===== src/rtl/isd_pkg.sv =====
package isd_pkg;
  localparam int BYTE_W  = 8;
  localparam int MAX_OPS = 3;
  localparam int OPS_W   = BYTE_W * MAX_OPS;
  localparam int OPC_W   = 2 * BYTE_W;
  localparam int LEN_W   = 3;
  localparam int CNT_W   = 2;
  localparam logic [BYTE_W-1:0] PAGE_PREFIX = 8'h18;

  typedef enum logic [2:0] {
    MODE_INH = 3'd0,
    MODE_IMM = 3'd1,
    MODE_DIR = 3'd2,
    MODE_EXT = 3'd3,
    MODE_UNK = 3'd7
  } mode_e;

  typedef struct packed {
    mode_e            mode;
    logic [CNT_W-1:0] nops;
  } fmt_t;

  typedef struct packed {
    logic [OPC_W-1:0] opc;
    mode_e            mode;
    logic [OPS_W-1:0] ops;
    logic [LEN_W-1:0] len;
  } rec_t;

  function automatic fmt_t fmt_of(input logic page2, input logic [BYTE_W-1:0] b);
    fmt_t f;
    f.mode = MODE_UNK;
    f.nops = '0;
    if (page2) begin
      if (b == 8'h08) f.mode = MODE_INH;
    end else begin
      case (b)
        8'h01, 8'h08, 8'h1B, 8'h5C: f.mode = MODE_INH;
        8'h86, 8'hC6, 8'h8B, 8'hCB: begin f.mode = MODE_IMM; f.nops = 2'd1; end
        8'hCC, 8'hC3:               begin f.mode = MODE_IMM; f.nops = 2'd2; end
        8'h96, 8'hD6, 8'hDC, 8'h9B, 8'hDB, 8'hD3, 8'h97, 8'hD7, 8'hDD:
                                    begin f.mode = MODE_DIR; f.nops = 2'd1; end
        8'hB6, 8'hBB, 8'hB7:        begin f.mode = MODE_EXT; f.nops = 2'd2; end
        default: ;
      endcase
    end
    return f;
  endfunction
endpackage


===== src/rtl/isd_fmt_lut.sv =====
module isd_fmt_lut
  import isd_pkg::*;
(
  input  logic              page2,
  input  logic [BYTE_W-1:0] opc_byte,
  output fmt_t              fmt,
  output logic              is_prefix
);
  always_comb begin
    fmt       = fmt_of(page2, opc_byte);
    is_prefix = !page2 && (opc_byte == PAGE_PREFIX);
  end
endmodule


===== src/rtl/isd_gather.sv =====
module isd_gather
  import isd_pkg::*;
(
  input  logic              clk,
  input  logic              rst_n,
  input  logic              in_fire,
  input  logic [BYTE_W-1:0] in_byte,
  input  fmt_t              fmt,
  input  logic              is_prefix,
  output logic              page2,
  output logic              done,
  output rec_t              rec
);
  typedef enum logic [1:0] {S_OPC, S_PG2, S_OPR} st_e;

  st_e              st_q;
  logic [OPC_W-1:0] opc_q;
  mode_e            mode_q;
  logic [CNT_W-1:0] need_q, cnt_q;
  logic [OPS_W-1:0] ops_q;
  logic [LEN_W-1:0] len_q;
  logic             last_opr;
  logic [OPS_W-1:0] ops_next;

  assign page2    = (st_q == S_PG2);
  assign last_opr = (cnt_q + 1'b1) == need_q;
  assign ops_next = {ops_q[OPS_W-BYTE_W-1:0], in_byte};

  always_comb begin
    done = 1'b0;
    rec  = '0;
    case (st_q)
      S_OPC: begin
        done     = in_fire && !is_prefix && (fmt.nops == '0);
        rec.opc  = {{BYTE_W{1'b0}}, in_byte};
        rec.mode = fmt.mode;
        rec.len  = LEN_W'(1);
      end
      S_PG2: begin
        done     = in_fire && (fmt.nops == '0);
        rec.opc  = {PAGE_PREFIX, in_byte};
        rec.mode = fmt.mode;
        rec.len  = LEN_W'(2);
      end
      default: begin
        done     = in_fire && last_opr;
        rec.opc  = opc_q;
        rec.mode = mode_q;
        rec.ops  = ops_next;
        rec.len  = len_q;
      end
    endcase
  end

  always_ff @(posedge clk) begin
    if (!rst_n) begin
      st_q   <= S_OPC;
      opc_q  <= '0;
      mode_q <= MODE_UNK;
      need_q <= '0;
      cnt_q  <= '0;
      ops_q  <= '0;
      len_q  <= '0;
    end else if (in_fire) begin
      case (st_q)
        S_OPC: begin
          if (is_prefix) begin
            st_q <= S_PG2;
          end else if (fmt.nops != '0) begin
            st_q   <= S_OPR;
            opc_q  <= {{BYTE_W{1'b0}}, in_byte};
            mode_q <= fmt.mode;
            need_q <= fmt.nops;
            cnt_q  <= '0;
            ops_q  <= '0;
            len_q  <= LEN_W'(fmt.nops) + LEN_W'(1);
          end
        end
        S_PG2: begin
          if (fmt.nops == '0) begin
            st_q <= S_OPC;
          end else begin
            st_q   <= S_OPR;
            opc_q  <= {PAGE_PREFIX, in_byte};
            mode_q <= fmt.mode;
            need_q <= fmt.nops;
            cnt_q  <= '0;
            ops_q  <= '0;
            len_q  <= LEN_W'(fmt.nops) + LEN_W'(2);
          end
        end
        default: begin
          ops_q <= ops_next;
          cnt_q <= cnt_q + 1'b1;
          if (last_opr) st_q <= S_OPC;
        end
      endcase
    end
  end

  assert_ext_len_R6: assert property (@(posedge clk) disable iff (!rst_n)
    done && rec.mode == MODE_EXT |-> rec.len == LEN_W'(3));
  assert_unk_no_operand_R9: assert property (@(posedge clk) disable iff (!rst_n)
    done && rec.mode == MODE_UNK |-> rec.ops == '0 && rec.len <= LEN_W'(2));
  assert_imm_len_R3: assert property (@(posedge clk) disable iff (!rst_n)
    done && rec.mode == MODE_IMM |-> rec.len == LEN_W'(2) || rec.len == LEN_W'(3));
  assert_prefix_hi_R12: assert property (@(posedge clk) disable iff (!rst_n)
    done && rec.len == LEN_W'(1) |-> rec.opc[OPC_W-1:BYTE_W] == '0);
endmodule


===== src/rtl/isd_out_reg.sv =====
module isd_out_reg
  import isd_pkg::*;
(
  input  logic clk,
  input  logic rst_n,
  input  logic load,
  input  rec_t rec_in,
  input  logic out_ready,
  output logic out_valid,
  output rec_t rec_q,
  output logic space
);
  assign space = !out_valid || out_ready;

  always_ff @(posedge clk) begin
    if (!rst_n) begin
      out_valid <= 1'b0;
      rec_q     <= '0;
    end else if (load) begin
      out_valid <= 1'b1;
      rec_q     <= rec_in;
    end else if (out_ready) begin
      out_valid <= 1'b0;
    end
  end

  assert_hold_stable_R10: assert property (@(posedge clk) disable iff (!rst_n)
    out_valid && !out_ready |=> out_valid && $stable(rec_q));
  assert_no_overwrite_R10: assert property (@(posedge clk) disable iff (!rst_n)
    load |-> space);
endmodule


===== src/rtl/instr_split.sv =====
module instr_split
  import isd_pkg::*;
(
  input  logic             clk,
  input  logic             rst_n,
  input  logic             in_valid,
  output logic             in_ready,
  input  logic [7:0]       in_byte,
  output logic             out_valid,
  input  logic             out_ready,
  output logic [15:0]      out_opcode,
  output logic [2:0]       out_mode,
  output logic [23:0]      out_operand,
  output logic [2:0]       out_len
);
  fmt_t fmt;
  logic is_prefix, page2, done, space, in_fire;
  rec_t rec_new, rec_q;

  assign in_ready = space;
  assign in_fire  = in_valid && space;

  isd_fmt_lut u_lut (
    .page2(page2), .opc_byte(in_byte), .fmt(fmt), .is_prefix(is_prefix)
  );

  isd_gather u_gather (
    .clk(clk), .rst_n(rst_n), .in_fire(in_fire), .in_byte(in_byte),
    .fmt(fmt), .is_prefix(is_prefix), .page2(page2), .done(done), .rec(rec_new)
  );

  isd_out_reg u_out (
    .clk(clk), .rst_n(rst_n), .load(done), .rec_in(rec_new),
    .out_ready(out_ready), .out_valid(out_valid), .rec_q(rec_q), .space(space)
  );

  assign out_opcode  = rec_q.opc;
  assign out_mode    = rec_q.mode;
  assign out_operand = rec_q.ops;
  assign out_len     = rec_q.len;

  assert_stall_blocks_R10: assert property (@(posedge clk) disable iff (!rst_n)
    out_valid && !out_ready |-> !in_ready);
  assert_reset_idle_R1: assert property (@(posedge clk)
    !rst_n |=> !out_valid);
endmodule


===== config.mk =====
export PLATFORM = sky130hd
export DESIGN_NAME = instr_split
export DESIGN_NICKNAME = d
export VERILOG_FILES = /design/src/rtl/isd_pkg.sv /design/src/rtl/isd_fmt_lut.sv /design/src/rtl/isd_gather.sv /design/src/rtl/isd_out_reg.sv /design/src/rtl/instr_split.sv
export SDC_FILE = /design/constraint.sdc
export NUM_CORES = 1
export LEC_CHECK = 0
export CAP_MARGIN = 0
export CELL_PAD_IN_SITES_DETAIL_PLACEMENT = 0
export CELL_PAD_IN_SITES_GLOBAL_PLACEMENT = 1
export CORE_MARGIN = 10
export CORE_UTILIZATION = 51
export CTS_BUF_LIST = sky130_fd_sc_hd__clkbuf_2
export DETAILED_ROUTE_END_ITERATION = 8
export DONT_BUFFER_PORTS = 1
export MAX_ROUTING_LAYER = met4
export PLACE_DENSITY = 0.8
export SLEW_MARGIN = 20
export SYNTH_ARGS = -nofsm -noshare
export SYNTH_HDL_FRONTEND = slang
export SYNTH_SLANG_ARGS = --single-unit

===== constraint.sdc =====
create_clock -name clk -period 5.91 [get_ports clk]
set_input_delay 1.182 -clock clk [delete_from_list [all_inputs] [get_ports clk]]
set_output_delay 1.182 -clock clk [all_outputs]
set_load 0.05 [all_outputs]

# After elaboration in Yosys (flattened, before gate mapping)
# Index checks and enable logic that the tools add are counted.
# classes
add_sub_neg,3
n_reduce_logical,26
eq_ne,29
mux,40
# op_table
operator,n
$eq 8x8->1 const B,18
$mux 16,6
$pmux 16 s2,2
$pmux 19 s2,1
$mux 24,1
$mux 3,8
$mux 2,11
$pmux 3 s2,3
$eq 8x5->1 const B,2
$pmux 2 s2,4
$reduce_or 13->1,1
$pmux 3 s4,1
$reduce_or 9->1,1
$eq 8x1->1 const B,1
$eq 8x4->1 const B,1
$eq 8x7->1 const B,1
$logic_and 1x1->1,6
$reduce_bool 2->1,3
$reduce_or 6->1,1
$reduce_and 5->1,1
$reduce_or 5->1,1
$logic_not 2->1,2
$ne 2x2->1 const B,2
$reduce_and 4->1,1
other kinds (16),19
# word_totals
in_bits,12
out_inout_bits,48
ff_bits,91
wordCells,110

# Longest topological paths before layout
# Gate-level depths: netlist of run 1.
# depth
ltp_word,8
ltp_mapped,13
mapped_depth_nobuf,11

# By module
# Synthesis of run 1 repeated with hierarchy kept, for this count alone.
# unflattened
hier_cells,413
area_unflattened_um2,4036.4
# by_module_without_submodules
module,instances,area_each_um2,cells_per_inst,seq_area_each_um2
isd_gather,1,1831.8,203,740.7
isd_out_reg,1,1805.5,152,940.9
isd_fmt_lut,1,392.9,57,0.0
instr_split,1,6.3,1,0.0

# Least setup slack after synthesis of run 1
# Ideal clock, no wire load.
# synth_timing
kind,input to register
from,input in_byte[5]
to,register u_gather.opc_q[4]
arrival_ns,3.612
slack_ns,2.222
path_buffers,2
cell_stages,11
setup_time_ns,0.076
cell_sequence,buf_6 or4b_2 o21ai_0 nand2_1 a21oi_1 inv_1 ha_1 nor4_1 clkbuf_1 nand2_1 a21boi_0
# synth_rtl
item,line,rtl
"start, declared",instr_split.sv:8,"input logic [7:0] in_byte,"
"end signal, assigned",isd_gather.sv:71,"opc_q <= {{BYTE_W{1'b0}}, in_byte};"
"end signal, assigned",isd_gather.sv:84,"opc_q <= {PAGE_PREFIX, in_byte};"
"end, declared",isd_gather.sv:17,logic [OPC_W-1:0] opc_q;

==> results of run 1 <==
## cells in the mapped netlist, types with 2 or more instances
cell,instances,area [um2]
dfxtp_1,77,1541
nand2_1,62,232.7
a21boi_0,30,225.2
nand3_1,22,110.1
clkbuf_1,18,67.56
a21oi_1,17,85.08
a22o_1,15,131.4
and3_1,12,75.07
buf_4,12,90.09
nor2b_1,12,75.07
o21ai_0,12,60.06
nor2_1,10,37.54
o211a_1,10,100.1
inv_1,9,33.78
mux2i_1,9,90.09
nand2b_1,6,37.54
o211ai_1,5,37.54
and2_1,4,25.02
buf_1,4,15.01
buf_2,4,20.02
nor3_1,4,20.02
buf_6,3,33.78
nand3b_1,3,22.52
or4b_2,3,30.03
a21boi_1,2,15.01
a31oi_1,2,12.51
a32oi_1,2,17.52
ha_1,2,25.02
nand4_1,2,12.51
nor3b_1,2,15.01
o22ai_1,2,12.51
## final cells by class
cell class | instances | share of cell area [%]
timing repair buffer | 3 | 0.6305
multi-input combinational | 275 | 48.44
sequential | 77 | 43.15
tap | 80 | 2.802
inverter | 9 | 0.9457
clock buffer | 10 | 1.401
clock inverter | 6 | 2.627
## routing by layer
layer / vias to the layer above / GRT usage (%) / part of all wire [%]
li1: 1342 / - / -
met1: 1269 / 18.47 / 43
met2: 67 / 26.08 / 49
met3: 11 / 4.223 / 6.2
met4: 0 / 6.631 / 1.7
met5: - / - / 0
## kinds of logic (layout without fill, tap and decap cells)
| group | after synthesis | count (layout) |
|---|---|---|
| AOI/OAI and AO/OA | 106 | 106 |
| adders and majority gates | 2 | 2 |
| xor gates and xnor gates | 1 | 1 |
| DFF | 77 | 77 |
| buffers and inverters | 51 | 28 |
| other | 1 | 6 |
| and+or+nand+nor | 150 | 150 |
| muxes | 10 | 10 |
## cells in the final DEF (no fill, tap or decap), types with 3 or more instances in the layout
master and n:
a21boi_0 30, nor2b_1 12, or4b_2 3, conb_1 6, buf_4 3, nor3_1 4
o211a_1 10, mux2i_1 9, o21ai_0 12, nand2b_1 6, clkbuf_2 10, dfxtp_1 77
o211ai_1 5, and2_1 4, nand3b_1 3, nand2_1 62, nand3_1 22, inv_1 9
and3_1 12, a21oi_1 17, nor2_1 10, a22o_1 15
## worst max-delay path by stage
stage	endpoint	cells past startpoint	slack [ps]	startpoint
6_report	u_out.rec_q[28]$_SDFFE_PN0P_	11	2430	in_byte[7]
5_1_grt	u_out.rec_q[28]$_SDFFE_PN0P_	10	2180	in_byte[3]
4_1_cts	u_out.rec_q[19]$_SDFFE_PN0P_	10	2400	in_byte[3]
3_5_place_dp	u_out.rec_q[4]$_SDFFE_PN0P_	11	1820	in_byte[3]
3_3_place_gp	u_out.rec_q[29]$_SDFFE_PN0P_	11	1890	in_byte[7]
2_1_floorplan	u_gather.opc_q[4]$_SDFFE_PN0P_	11	2220	in_byte[5]
## sequential cells by signal, summed over array words and instances, names as in the netlist
name	flops
u_gather.cnt_q	2
u_gather.len_q	3
u_gather.mode_q	3
u_gather.need_q	2
u_gather.opc_q	9
u_gather.ops_q	16
u_gather.st_q	2
u_out.out_valid	1
u_out.rec_q	39
## power by group through the flow
stage | registers [mW] | logic (mW) | clock network (mW)
floorplan | 0.585 | 0.0888 | 0
global placement | 0.591 | 0.0801 | 0
detailed placement | 0.591 | 0.0804 | 0
CTS | 0.581 | 0.0806 | 0.345
global route | 0.582 | 0.0880 | 0.368
finish | 0.580 | 0.0798 | 0.339
## metrics by stage
stage | utilization, % | power (mW) | std cells
after floorplan | - | 0.6743 | 403
after global placement | 50.74 | 0.6709 | 444
after detailed placement | 50.74 | 0.6713 | 444
after CTS | 52.87 | 1.007 | 460
after global routing | 52.87 | 1.038 | 460
final | 52.87 | 0.9985 | 460
## worst register-to-register path: stages, from the launching register on
cell,delay [ps]
dfxtp_1,390
buf_4,290
inv_1,220
nand2_1,110
o21ai_0,150
ha_1,290
nand4_1,220
o22ai_4,780
o21ai_0,390
a21oi_1,210
a21oi_1,80
==> reports/metrics.cfg, run 1 <==
[critical_path]
r2r_cells = 10
r2r-start = u_gather.st_q[1]$_SDFFE_PN0P_
path_max_fanout = 36
crit_family = compound AO/OA/AOI/OAI gates
crit_top_cell = a21oi_1
r2r_slack_ps = 2670
slowest_stage = o22ai_4
endpoint_kind = register
slowest_delay_ps = 780
arrival_ps = 3890
crit_buf_inv = 1
criticalPathCategory = input pin to register
cp.required_ps = 6320
start_kind = input pin
cp_cell_sequence = nor3b_1, and3_1, o21ai_0, a21oi_1, inv_1, ha_1, nand4_1, o22ai_4, o21ai_0, a21oi_1, a21oi_1
reg2reg_to = u_out.rec_q[28]$_SDFFE_PN0P_

[pwr]
switching_share_pct = 29.28
total_leakage_power_nw = 1.377
p_switching_mw = 0.2923
clkPwrFrac_pct = 34.0
peakVddDrop_mv = 0.1298
powerDensity_nw_per_um2 = 279.5
p_int_mw = 0.7062
comb_power_share_pct = 8.0
seqPwrFrac_pct = 58.1

[timing]
finalWorstSetupSlack_ps = 2429
holdWs_ps = 478.5
hold_viol = 0
fin_setup_tns_ps = 0
rsz0062_at_grt = no
final.min_clock_period_ps = 3481
slew_violations = 0
fin_worst_skew_ps = 29.05
timing.fmax_mhz = 287.3
worst_pin_slew_ps = 974.0
slew_headroom_pct = 34.98
period_share_pct = 58.89
setup-violations-final = 0

[yosys]
synth_fa_ha_area_share_pct = 0.7133
yosysWarnings = 0
synthFlopType = dfxtp_1
synthMuxAreaShare_pct = 2.889
synth-edff-count = 0
synthesis.instances = 398
syn_area_um2 = 3508
synth_compound_area_share_pct = 21.97
synth_cell_types = 52
ys_seq_area_share_pct = 43.94
ys_ff_latch = 77
async_flop_share_pct = 0
synth_top_family_by_area = simple AND/OR/NAND/NOR gates
synth_xor_area_share_pct = 0.2496
syn_avg_cell_area_um2 = 8.815
synthSimpleGateAreaFrac_pct = 22.29

[min_path]
hold_path_depth = 2
hold_start = u_gather.opc_q[3]$_SDFFE_PN0P_
hold_class = register to register
hold_path_end = u_gather.opc_q[3]$_SDFFE_PN0P_

[cts]
ctsResizeCount = 0
postCtsHoldBufs = 0
postCtsSetupRepairBufs = 0
clock_path_buffers = 2
clkSinkCount = 77
htreeDepth = 3
numCtsBuffers = 9
cts-root-buf = clkbuf_2
clk_pin_slew_ps = 190
cts_tree = done
clock_latency_ps = 520

[global_routing]
grt_antenna_before_repair = 0
grt_pass1_vias = 2480
grt_util_all_layers_pct = 16.08
grt_pass1_wl_um = 12890
grt_max_degree = 64
grt_overflow = 0

[final_layout]
drive_gt1_share_pct = 7.895
regArea_um2 = 1541
diodes = 0
n_fill_cell = 646
multiInputGateArea_um2 = 1730
nNetsFinal = 389
syn2layout_area_growth_pct = 1.819
final_area_um2 = 3572

[outcome]
outcome = finished, final reports clean

[route]
dr_total_vias = 2689
drtPass1Iterations = 4
ant_nets = 0
routed_via_density = 5.846
dr.first_iter.drc_count = 105
wire_per_inst_um = 17.89
wl_um = 8230
drc = 0

[place]
dp_worst_setup_slack_ps = 1823
gp_congestion = 0.8511
placed_area_um2 = 3428
numPortBuffers = 0
hpwl_um = 5670

[floorplan]
die_w_um = 102.9
initial_core_util_pct = 51.93
ios = 60
die_y_um = 102.9
rows = 30
dieArea_um2 = 10600
core-area_um2 = 6756

[run]
max_cap_viol_count = 0

No activity file was read; power rests on OpenSTA's default activity.
==> run 2: changes to the inputs <==
Settings changed: CORE_UTILIZATION 51 to 49, PLACE_DENSITY 0.8 to 0.77.
Clock period 5.91 ns to 3.31 ns, I/O delays scaled along.
==> run 2 against run 1 <==
Net effect: critical path depth decreased by 1; non-clock buffer count increased by 6; via count is 3.5% higher; sequential power up 79%; combinational power rose by 92%; first-iteration DRC count up 9.5%; cell area increased by 2.5%; global-route usage is essentially flat; setup slack worse by 1800 ps.
==> reports/metrics.cfg, run 2 (synthesis gave the netlist of run 1 again) <==
[outcome]
outcome = finished, final reports clean

[route]
drc = 0
routed_via_density = 5.772
wl_um = 8589
drtPass1Iterations = 4
dr_total_vias = 2782
wire_per_inst_um = 17.82
dr.first_iter.drc_count = 115
ant_nets = 0

[timing]
period_share_pct = 82.30
slew_headroom_pct = 34.89
rsz0062_at_grt = no
hold_viol = 0
fin_worst_skew_ps = 35.32
holdWs_ps = 233.5
timing.fmax_mhz = 367.1
slew_violations = 0
fin_setup_tns_ps = 0
worst_pin_slew_ps = 975.3
setup-violations-final = 0
final.min_clock_period_ps = 2724

[critical_path]
slowest_stage = dfxtp_1
crit_top_cell = a21oi_1
criticalPathCategory = register to register
arrival_ps = 3130
start_kind = register
slowest_delay_ps = 500
cp_cell_sequence = inv_1, nor2_1, a21oi_1, inv_1, ha_1, nand4_1, o22ai_4, o21ai_0, a21oi_1, a21oi_1
cp.required_ps = 3720
path_max_fanout = 22
endpoint_kind = register

[run]
max_cap_viol_count = 0

[final_layout]
biggestRegsByFlops = u_out.rec_q: 39 flops, u_gather.ops_q: 16 flops, u_gather.opc_q: 9 flops
largest_reg_flops = 39
syn2layout_area_growth_pct = 4.315
nNetsFinal = 395
diodes = 0
drive_gt1_share_pct = 9.067
layout_commonest_cell = dfxtp_1
n_fill_cell = 671
final_core_util_pct = 53.28
final_cell_mix = 77 x dfxtp_1, 62 x nand2_1, 30 x a21boi_0
final_cells = 482
top_register = u_out.rec_q

[cts]
clk_pin_slew_ps = 240
postCtsSetupRepairBufs = 0
clock_path_buffers = 2
numCtsBuffers = 9
postCtsHoldBufs = 0
cts_tree = done
ctsResizeCount = 0
cts-root-buf = clkbuf_2
clock_latency_ps = 520
htreeDepth = 3
clkSinkCount = 77

[place]
gp_congestion = 0.8850
numPortBuffers = 0
hpwl_um = 5934
dpl.cell_count = 466

[global_routing]
grt_overflow = 0
grt_antenna_before_repair = 0
grt_max_degree = 64
grt_pass1_vias = 2671
grt_util_all_layers_pct = 16.08
grt_pass1_wl_um = 14200

[floorplan]
dieArea_um2 = 10940
core-area_um2 = 6869
die_y_um = 104.6
die_w_um = 104.6
rows = 30
ios = 60
initial_core_util_pct = 51.07

[pwr]
peakVddDrop_mv = 0.1793
powerDensity_nw_per_um2 = 487.7
finalPower_mw = 1.785
total_leakage_power_nw = 1.406

[min_path]
hold_class = input pin to register

==> run 2: cell type report <==
cell class                      count  area [um2]  area share, %
Sequential cell                    77        1541          42.12
Inverter                            9       33.78         0.9231
Timing Repair Buffer                9       92.59          2.530
Clock buffer                        9       45.04          1.231
Tap cell                           96       120.1          3.282
Clock inverter                      7       96.34          2.632
Multi-Input combinational cell    275        1730          47.28
==> run 2: final timing paths <==
kind	from	endpoint	slack, ps	cells after the start
hold reg to reg	u_gather.len_q[0]$_SDFFE_PN0P_	u_gather.len_q[0]$_SDFFE_PN0P_	480	2
setup reg to reg	u_gather.st_q[0]$_SDFFE_PN0P_	u_out.rec_q[29]$_SDFFE_PN0P_	590	10
setup / recovery	u_gather.st_q[0]$_SDFFE_PN0P_	u_out.rec_q[29]$_SDFFE_PN0P_	590	10
hold / removal	rst_n	u_out.rec_q[35]$_SDFFE_PN0P_	230	1
==> run 2: report_power, final <==
group | switching, mW | leakage [nW] | internal [mW]
clock network | 0.343 | 0.0766 | 0.252
registers | 0.0835 | 0.624 | 0.952
logic | 0.0958 | 0.706 | 0.0577
total | 0.523 | 1.41 | 1.26
==> run 2: per-stage QoR <==
stage	instance area, um2	setup slack (ps)
2_1_floorplan	3527	142.5
3_3_place_gp	3518	168.9
3_5_place_dp	3518	118.7
4_1_cts	3660	597.7
5_1_grt	3660	344.1
6_report	3660	585.8
==> run 2: worst max-delay path: cells and delay by family (launching register included) <==
kind	cells	cell delay [ps]
fa+ha+maj	1	230
simple gates	2	500
buf+inv	2	190
compound gates	5	1210
flops	1	500
==> run 2: metal layers <==
layer	global-route usage [%]	share of wire, %
met5	-	0
met4	7.255	2.2
met3	4.361	6.7
met2	25.83	49
met1	18.38	42
==> run 3: changes to the inputs <==
Settings changed: CORE_UTILIZATION 49 to 44, PLACE_DENSITY 0.77 to 0.73.
Clock period 3.31 ns to 2.48 ns, I/O delays scaled along.
==> run 3 against run 2 <==
Net effect: core utilization decreased by 3.3 points; setup slack got worse by 310 ps; cell area increased by 5.6%; via count decreased by 0.68%; critical path depth unchanged; clock skew decreased by 4.2 ps; combinational power increased by 67%; worst hold slack got worse by 170 ps; sequential power increased by 32%; die area increased by 9.1%; maximum frequency increased by 24%.
==> reports/metrics.cfg, run 3 (synthesis gave the netlist of run 1 again) <==
[outcome]
outcome = finished, final reports clean

[final_layout]
drive_gt1_share_pct = 14.60
nNetsFinal = 413
final_core_util_pct = 50.00
layout_commonest_cell = dfxtp_1
diodes = 0
biggestRegsByFlops = u_out.rec_q: 39 flops, u_gather.ops_q: 16 flops, u_gather.opc_q: 9 flops
final_cell_mix = 76 x dfxtp_1, 62 x nand2_1, 27 x a21boi_0
syn2layout_area_growth_pct = 10.13
final_cells = 506
largest_reg_flops = 39
n_fill_cell = 753
top_register = u_out.rec_q

[timing]
worst_pin_slew_ps = 560.7
period_share_pct = 88.86
setup-violations-final = 0
fin_worst_skew_ps = 31.15
hold_viol = 0
final.min_clock_period_ps = 2204
slew_headroom_pct = 61.55
slew_violations = 0
timing.fmax_mhz = 453.8
holdWs_ps = 63.32
finalWorstSetupSlack_ps = 276.2
rsz0062_at_grt = no

[min_path]
hold_class = input pin to register

[floorplan]
die_y_um = 109.3
initial_core_util_pct = 45.40
dieArea_um2 = 11950
rows = 32
ios = 60
core-area_um2 = 7727
die_w_um = 109.3

[place]
hpwl_um = 6200
dp_worst_setup_slack_ps = -110.3
gp_congestion = 0.9138
numPortBuffers = 0
dpl.cell_count = 489

[cts]
numCtsBuffers = 9
clock_path_buffers = 2
clock_latency_ps = 540
cts_tree = done
postCtsHoldBufs = 1
clk_pin_slew_ps = 250
htreeDepth = 3
ctsResizeCount = 0
cts-root-buf = clkbuf_2
postCtsSetupRepairBufs = 0
clkSinkCount = 77

[global_routing]
grt_antenna_before_repair = 0
grt_pass1_wl_um = 14390
grt_util_all_layers_pct = 15.77
grt_max_degree = 64
grt_overflow = 0
grt_pass1_vias = 2754

[route]
dr_total_vias = 2763
ant_nets = 0
wire_per_inst_um = 17.67
dr.first_iter.drc_count = 146
wl_um = 8939
routed_via_density = 5.460
drc = 0
drtPass1Iterations = 4

[critical_path]
criticalPathCategory = register to register
path_max_fanout = 23
arrival_ps = 2650
start_kind = register
endpoint_kind = register
cp.required_ps = 2930

[pwr]
seqPwrFrac_pct = 58.8
total_leakage_power_nw = 1.513
switching_share_pct = 30.77
clkPwrFrac_pct = 30.2
powerDensity_nw_per_um2 = 601.7
peakVddDrop_mv = 0.2535
comb_power_share_pct = 11.0
p_switching_mw = 0.7153
finalPower_mw = 2.325
p_int_mw = 1.610

[run]
max_cap_viol_count = 0

## run 3: through the flow
step / cell area [um2] / TNS [ps]
floorplan: 3623 / -1197
global placement: 3734 / -700.5
detailed placement: 3734 / -2427
CTS: 3864 / 0
global route: 3864 / 0
finish: 3864 / 0
## run 3: power groups by stage
stage	registers (mW)	logic, mW	clock network (mW)
after floorplan	1.40	0.228	0
after global placement	1.39	0.254	0
after detailed placement	1.39	0.256	0
after CTS	1.37	0.259	0.721
after global routing	1.37	0.282	0.772
final	1.37	0.256	0.701
## run 3: critical path, cell delays in order (launching register included)
cell and delay (ps):
dfxtp_1 380, inv_1 70, nor2_1 300, a21oi_2 70, inv_1 100, ha_4 170
nand4_1 190, o22ai_4 220, buf_4 320, nand3_1 110, a21boi_0 190
## run 3: cell type report
type	instances	area [um2]	share of cell area, %
inverter	9	33.78	0.8744
tap	102	127.6	3.303
timing repair buffer	27	267.8	6.930
clock buffer	9	45.04	1.166
clock inverter	7	75.07	1.943
sequential	77	1543	39.93
multi-input combinational	275	1772	45.85
## run 3: metal layers
layer | GRT usage, % | up-vias | wire length, um | share of wire (%)
met5 | - | - | 0 | 0
li1 | - | 1390 | - | -
met2 | 25.88 | 57 | 4275 | 48
met4 | 4.647 | 0 | 113 | 1.3
met3 | 3.862 | 9 | 577 | 6.5
met1 | 18.82 | 1307 | 3973 | 44
## run 3: worst paths after layout
kind	start	cells past startpoint	slack, ps	to
min reg2reg	u_gather.ops_q[15]$_SDFFE_PN0P_	2	460	u_out.rec_q[26]$_SDFFE_PN0P_
max reg2reg	u_gather.st_q[0]$_SDFFE_PN0P_	10	280	u_out.rec_q[19]$_SDFFE_PN0P_
min	in_byte[4]	1	60	u_gather.ops_q[4]$_SDFFE_PN0P_
max	u_gather.st_q[0]$_SDFFE_PN0P_	10	280	u_out.rec_q[19]$_SDFFE_PN0P_
